[src/rtl/console_irq_pkg.sv]
package console_irq_pkg;
  localparam int unsigned PORT_DONE   = 0;
  localparam int unsigned PORT_CIN    = 2;
  localparam int unsigned PORT_COUT   = 3;
  localparam int unsigned PORT_STATUS = 4;
  localparam int unsigned PORT_MASK   = 5;
  localparam int unsigned SRC_CIN     = 0;
  localparam int unsigned SRC_COUT    = 1;
  localparam int unsigned NUM_SRC     = 2;
endpackage

[src/rtl/byte_queue.sv]
module byte_queue #(
  parameter int unsigned WIDTH = 8,
  parameter int unsigned DEPTH = 4
) (
  input  logic             clk,
  input  logic             rst,
  input  logic             push,
  input  logic [WIDTH-1:0] push_data,
  input  logic             pop,
  output logic [WIDTH-1:0] head,
  output logic             full,
  output logic             empty
);
  localparam int unsigned AW = (DEPTH > 1) ? $clog2(DEPTH) : 1;
  localparam int unsigned CW = $clog2(DEPTH + 1);
  localparam logic [AW-1:0] LAST = AW'(DEPTH - 1);
  localparam logic [CW-1:0] CAP  = CW'(DEPTH);

  logic [WIDTH-1:0] store [DEPTH];
  logic [AW-1:0]    wr_ptr, rd_ptr;
  logic [CW-1:0]    fill;
  logic             do_push, do_pop;

  assign full    = (fill == CAP);
  assign empty   = (fill == '0);
  assign do_push = push && !full;
  assign do_pop  = pop && !empty;
  assign head    = store[rd_ptr];

  // storage without reset so it can map onto RAM
  always_ff @(posedge clk) begin
    if (do_push) store[wr_ptr] <= push_data;
  end

  always_ff @(posedge clk) begin
    if (rst) begin
      wr_ptr <= '0;
      rd_ptr <= '0;
      fill   <= '0;
    end else begin
      if (do_push) wr_ptr <= (wr_ptr == LAST) ? '0 : wr_ptr + 1'b1;
      if (do_pop)  rd_ptr <= (rd_ptr == LAST) ? '0 : rd_ptr + 1'b1;
      case ({do_push, do_pop})
        2'b10:   fill <= fill + 1'b1;
        2'b01:   fill <= fill - 1'b1;
        default: fill <= fill;
      endcase
    end
  end
endmodule

[src/rtl/irq_gate.sv]
module irq_gate #(
  parameter int unsigned NSRC = 2
) (
  input  logic            clk,
  input  logic            rst,
  input  logic            mask_we,
  input  logic [NSRC-1:0] mask_wdata,
  input  logic [NSRC-1:0] pending,
  output logic [NSRC-1:0] mask,
  output logic [NSRC-1:0] status,
  output logic            irq
);
  always_ff @(posedge clk) begin
    if (rst)          mask <= '0;
    else if (mask_we) mask <= mask_wdata;
  end

  for (genvar s = 0; s < NSRC; s++) begin : g_src
    assign status[s] = pending[s] & mask[s];
  end

  assign irq = |status;
endmodule

[src/rtl/console_irq_hub.sv]
module console_irq_hub
  import console_irq_pkg::*;
#(
  parameter int unsigned ADDR_W    = 9,
  parameter int unsigned DATA_W    = 16,
  parameter int unsigned IN_DEPTH  = 4,
  parameter int unsigned OUT_DEPTH = 4
) (
  input  logic              clk,
  input  logic              rst,
  input  logic [ADDR_W-1:0] io_addr,
  input  logic [DATA_W-1:0] io_wdata,
  input  logic              io_wvalid,
  output logic [DATA_W-1:0] io_rdata,
  output logic              irq,
  output logic              prog_done,
  input  logic [7:0]        in_byte,
  input  logic              in_valid,
  output logic              in_ready,
  output logic [7:0]        out_byte,
  output logic              out_valid,
  input  logic              out_ready
);
  localparam logic [ADDR_W-1:0] A_DONE   = ADDR_W'(PORT_DONE);
  localparam logic [ADDR_W-1:0] A_CIN    = ADDR_W'(PORT_CIN);
  localparam logic [ADDR_W-1:0] A_COUT   = ADDR_W'(PORT_COUT);
  localparam logic [ADDR_W-1:0] A_STATUS = ADDR_W'(PORT_STATUS);
  localparam logic [ADDR_W-1:0] A_MASK   = ADDR_W'(PORT_MASK);
  localparam logic [DATA_W-1:0] EMPTY_WORD = DATA_W'(1) << (DATA_W - 1);

  logic          wr_done, wr_cin, wr_cout, wr_mask;
  logic [7:0]    cin_head;
  logic          cin_full, cin_empty, cout_full, cout_empty;
  logic [NUM_SRC-1:0] pending, mask, status;
  logic          unused_wdata_hi;

  assign wr_done = io_wvalid && (io_addr == A_DONE);
  assign wr_cin  = io_wvalid && (io_addr == A_CIN);
  assign wr_cout = io_wvalid && (io_addr == A_COUT);
  assign wr_mask = io_wvalid && (io_addr == A_MASK);
  assign unused_wdata_hi = ^io_wdata[DATA_W-1:8];

  byte_queue #(.WIDTH(8), .DEPTH(IN_DEPTH)) u_cin (
    .clk(clk), .rst(rst),
    .push(in_valid), .push_data(in_byte),
    .pop(wr_cin), .head(cin_head),
    .full(cin_full), .empty(cin_empty)
  );

  byte_queue #(.WIDTH(8), .DEPTH(OUT_DEPTH)) u_cout (
    .clk(clk), .rst(rst),
    .push(wr_cout), .push_data(io_wdata[7:0]),
    .pop(out_ready), .head(out_byte),
    .full(cout_full), .empty(cout_empty)
  );

  assign in_ready  = !cin_full;
  assign out_valid = !cout_empty;

  assign pending[SRC_CIN]  = !cin_empty;
  assign pending[SRC_COUT] = !cout_full;

  irq_gate #(.NSRC(NUM_SRC)) u_irq (
    .clk(clk), .rst(rst),
    .mask_we(wr_mask), .mask_wdata(io_wdata[NUM_SRC-1:0]),
    .pending(pending), .mask(mask), .status(status), .irq(irq)
  );

  always_ff @(posedge clk) begin
    if (rst)          prog_done <= 1'b0;
    else if (wr_done) prog_done <= 1'b1;
  end

  // combinational return: the bus has no wait states
  always_comb begin
    io_rdata = '0;
    case (io_addr)
      A_CIN:    io_rdata = cin_empty ? EMPTY_WORD : DATA_W'(cin_head);
      A_COUT:   io_rdata = DATA_W'(!cout_full);
      A_STATUS: io_rdata = DATA_W'(status);
      A_MASK:   io_rdata = DATA_W'(mask);
      default:  io_rdata = '0;
    endcase
  end
endmodule

[config.mk]
export PLATFORM = sky130hd
export DESIGN_NAME = console_irq_hub
export DESIGN_NICKNAME = d
export VERILOG_FILES = /design/src/rtl/console_irq_pkg.sv /design/src/rtl/byte_queue.sv /design/src/rtl/irq_gate.sv /design/src/rtl/console_irq_hub.sv
export SDC_FILE = /design/constraint.sdc
export NUM_CORES = 1
export LEC_CHECK = 0
export ABC_AREA = 1
export CORE_MARGIN = 1.5
export CORE_UTILIZATION = 40
export CTS_BUF_LIST = sky130_fd_sc_hd__clkbuf_8
export CTS_CLUSTER_SIZE = 28
export DETAILED_ROUTE_END_ITERATION = 8
export MAX_ROUTING_LAYER = met4
export SLEW_MARGIN = 20
export SYNTH_ARGS = -nofsm -noshare
export SYNTH_HDL_FRONTEND = slang
export SYNTH_SLANG_ARGS = --single-unit
[constraint.sdc]
create_clock -name clk -period 2.6 [get_ports clk]
set_clock_uncertainty 0.1 [all_clocks]
set_input_delay 0.52 -clock clk [delete_from_list [all_inputs] [get_ports clk]]
set_output_delay 0.52 -clock clk [all_outputs]
set_load 0.1 [all_outputs]
==> impl_metrics.py, run 1 <==
metrics = {
    "cts": {
        "cts.sinks": 85,
        "ctsLongestPathBuffers": 2,
        "cts_tree": "done",
        "worstSkewPairLatency_ps": 340,
        "cts.htree.levels": 3,
        "numCtsBuffers": 9,
        "cts_hold_buf": 0,
        "clkTransAtPathRegs_ps": 80,
        "clock-root-buffer": "clkbuf_8",
    },
    "timing": {
        "finalCriticalPeriod_ps": 2459,
        "finalCritPeriodShare_pct": 94.56,
        "rsz0062_at_grt": "false",
        "max_freq_ghz": 0.4067,
        "finalSetupViolCount": 0,
        "maxSlewViolCount": 0,
        "hold_viol": 0,
        "timing.final.ws_setup_ps": 141.5,
        "whs_ps": 356.1,
    },
    "setup_path": {
        "start_kind": "register",
        "worstPathCellList": "inv_1, nor2_1, o21ai_0, a21oi_2, buf_4, buf_12",
        "critical_path_arrival_ps": 1840,
        "regToRegStartpoint": "u_cin.fill[0]$_SDFFE_PP0P_",
        "slowest_stage": "dfxtp_1",
        "worstPathRequired_ps": 1980,
        "critPathKind": "register to output port",
        "cp_max_fo": 9,
        "setup.worst_path.end_class": "output port",
        "critPathMaxStageDelay_ps": 540,
    },
    "synthesis": {
        "synth-edff-count": 64,
        "synth_cell_types": 28,
        "synth_seq_area_share_pct": 63.03,
        "synth_top_area_share_pct": 51.72,
        "synthTopCellsByArea": "edfxtp_1 (52%), dfxtp_1 (11%), nor2_1 (7.4%)",
        "async_flop_share_pct": 0,
        "synth-main-ff-cell": "edfxtp_1",
        "yosys_warnings": 0,
        "synth_seq_cells": 85,
        "syn_area_per_cell_um2": 10.62,
        "netlist_instances": 350,
        "synth_area_um2": 3716,
        "synth_largest_area_cell": "edfxtp_1",
    },
    "route": {
        "wl_per_cell_um": 13.28,
        "wl_met2_um": 3776,
        "firstDrtPassIters": 4,
        "drt-initial-drc-count": 105,
        "wl_met1_um": 3114,
        "vias_per_cell": 4.807,
        "vias": 2620,
        "ant_nets": 0,
        "routed.top_layer": "met4",
        "wl_um": 7239,
        "wl_met3_um": 250,
        "drc": 0,
    },
    "cells_and_area": {
        "area_delta_synth_final_pct": 34.21,
        "postLayoutCoreUtil_pct": 56.36,
        "drive_above_1_share_pct": 24.49,
        "fin_nets": 484,
        "layout_commonest_cell": "nor2_1",
        "layout_common_cells": "nor2_1 (70), edfxtp_1 (64), o21ai_0 (40)",
        "fin_cells": 545,
        "diodes": 0,
        "fin_area_um2": 4987,
    },
    "hold_path": {
        "hold_path.class": "register to register",
        "hold_start": "u_cin.fill[0]$_SDFFE_PP0P_",
    },
    "floorplan": {
        "dieArea_um2": 9877,
        "rows": 34,
        "die_w_um": 99.39,
        "fp.dieH_um": 99.39,
        "core_um2": 8848,
        "start_util_pct": 42.00,
        "io_pins": 66,
    },
    "pwr": {
        "vdd_drop_max_mv": 0.3246,
        "p_leak_nw": 1.957,
        "cellPowerDensity_nw_per_um2": 507.0,
    },
    "flow_run": {
        "drv_cap": 0,
    },
    "global_routing": {
        "grt_pass1_vias": 2513,
        "grt_usage_pct": 15.97,
        "grt.overflow.total": 0,
        "grt_antenna_before_repair": 0,
        "grt_max_degree": 17,
        "grt_pass1_wl_um": 11630,
    },
    "place": {
        "port-buffer-count": 50,
        "placed_cell_area_um2": 4712,
        "routabilityCongestion": 0.7849,
        "placed_cells": 526,
        "place_ws_ps": -185.1,
        "dp_hpwl_um": 5134,
    },
    "status": {
        "status": "finished, final reports clean",
    },
}
==> metal layers <==
layer	up-vias	track usage [%]
met3	11	3.865
met4	0	5.417
met2	50	27.50
met1	1216	18.30
li1	1343	-
met5	-	-
==> worst paths after layout <==
path / to / slack, ps / cells after the start
worst max register to register: u_cin.fill[2]$_SDFFE_PP0P_ / 450 / 11
worst min-delay path: u_cin.fill[0]$_SDFFE_PP0P_ / 360 / 1
worst min register to register: u_cin.fill[0]$_SDFFE_PP0P_ / 360 / 1
worst max-delay path: io_rdata[5] / 140 / 6
==> stage by stage <==
| step | power, mW | TNS, ps |
|---|---|---|
| global placement | 1.729 | -1149 |
| floorplan | 1.647 | -3524 |
| finish | 2.528 | 0 |
| CTS | 2.559 | 0 |
| global route | 2.639 | 0 |
| detailed placement | 1.734 | -1235 |
==> Yosys cell counts, types with 2 or more instances <==
cell,count
nand2_1,24
buf_4,8
nand3_2,2
edfxtp_1,64
o21ai_1,3
o22ai_1,10
inv_1,37
buf_2,5
ha_1,12
nor2_1,73
nand3_1,7
nor2_2,5
nor2_4,2
o21ai_0,41
fa_1,2
inv_2,4
nand4_1,4
a21oi_1,17
dfxtp_1,21
==> critical path: cells and delay by family, from the launching register on <==
kind	cells	cell delay, ps
flip-flops	1	540
buffers and inverters	3	540
AO/OA/AOI/OAI	2	260
AND/OR/NAND/NOR	1	140
==> sequential cells by signal (all words and copies together), names as in the netlist, named ones only <==
name           count
prog_done          1
u_cout.store      32
u_cin.wr_ptr       2
u_cin.rd_ptr       2
u_cin.fill         3
u_irq.mask         2
u_cout.fill        3
u_cout.wr_ptr      2
u_cin.store       32
u_cout.rd_ptr      2
==> timing repair <==
action                                  in CTS  in global routing
resized for setup                            8                 22
endpoints found under the setup margin       8                 10
pin swaps                                    8                  8
setup buffers                                2                  1
gates cloned                                 0                  0
==> cell type report <==
class                           instances  area, µm²
Clock buffer                            9      123.9
Fill cell                             757       3861
Timing Repair Buffer                   79      905.9
Sequential cell                        85       2344
Tap cell                              108      135.1
Multi-Input combinational cell        216       1274
Inverter                               41      153.9
Clock inverter                          7      51.30
==> report_power, final <==
| part | switching, mW | internal (mW) | leakage [nW] |
|---|---|---|---|
| clock | 0.470 | 0.352 | 0.0914 |
| combinational | 0.137 | 0.0743 | 1.11 |
| sequential | 0.00896 | 1.49 | 0.752 |
| total | 0.616 | 1.91 | 1.96 |
==> cell families (layout without fill, tap and decap cells) <==
kind of cell             count (synthesis)  in the layout  share of synthesized area, %
flip-flops                              85             85                         63.03
AO/OA/AOI/OAI                           74             74                         10.61
adder cells (fa/ha/maj)                 14             14                         5.118
buffers and inverters                   55            136                         6.565
other                                    1              7                        0.1009
AND/OR/NAND/NOR                        121            121                         14.58
Power figures use the tool's default switching activity.
==> inputs of run 2 (changes only) <==
CAP_MARGIN = 20   (was default)
SKIP_LAST_GASP = 1   (was default)
==> results of run 2 <==
Final layout, timing and power as in run 1 (identical DEF).
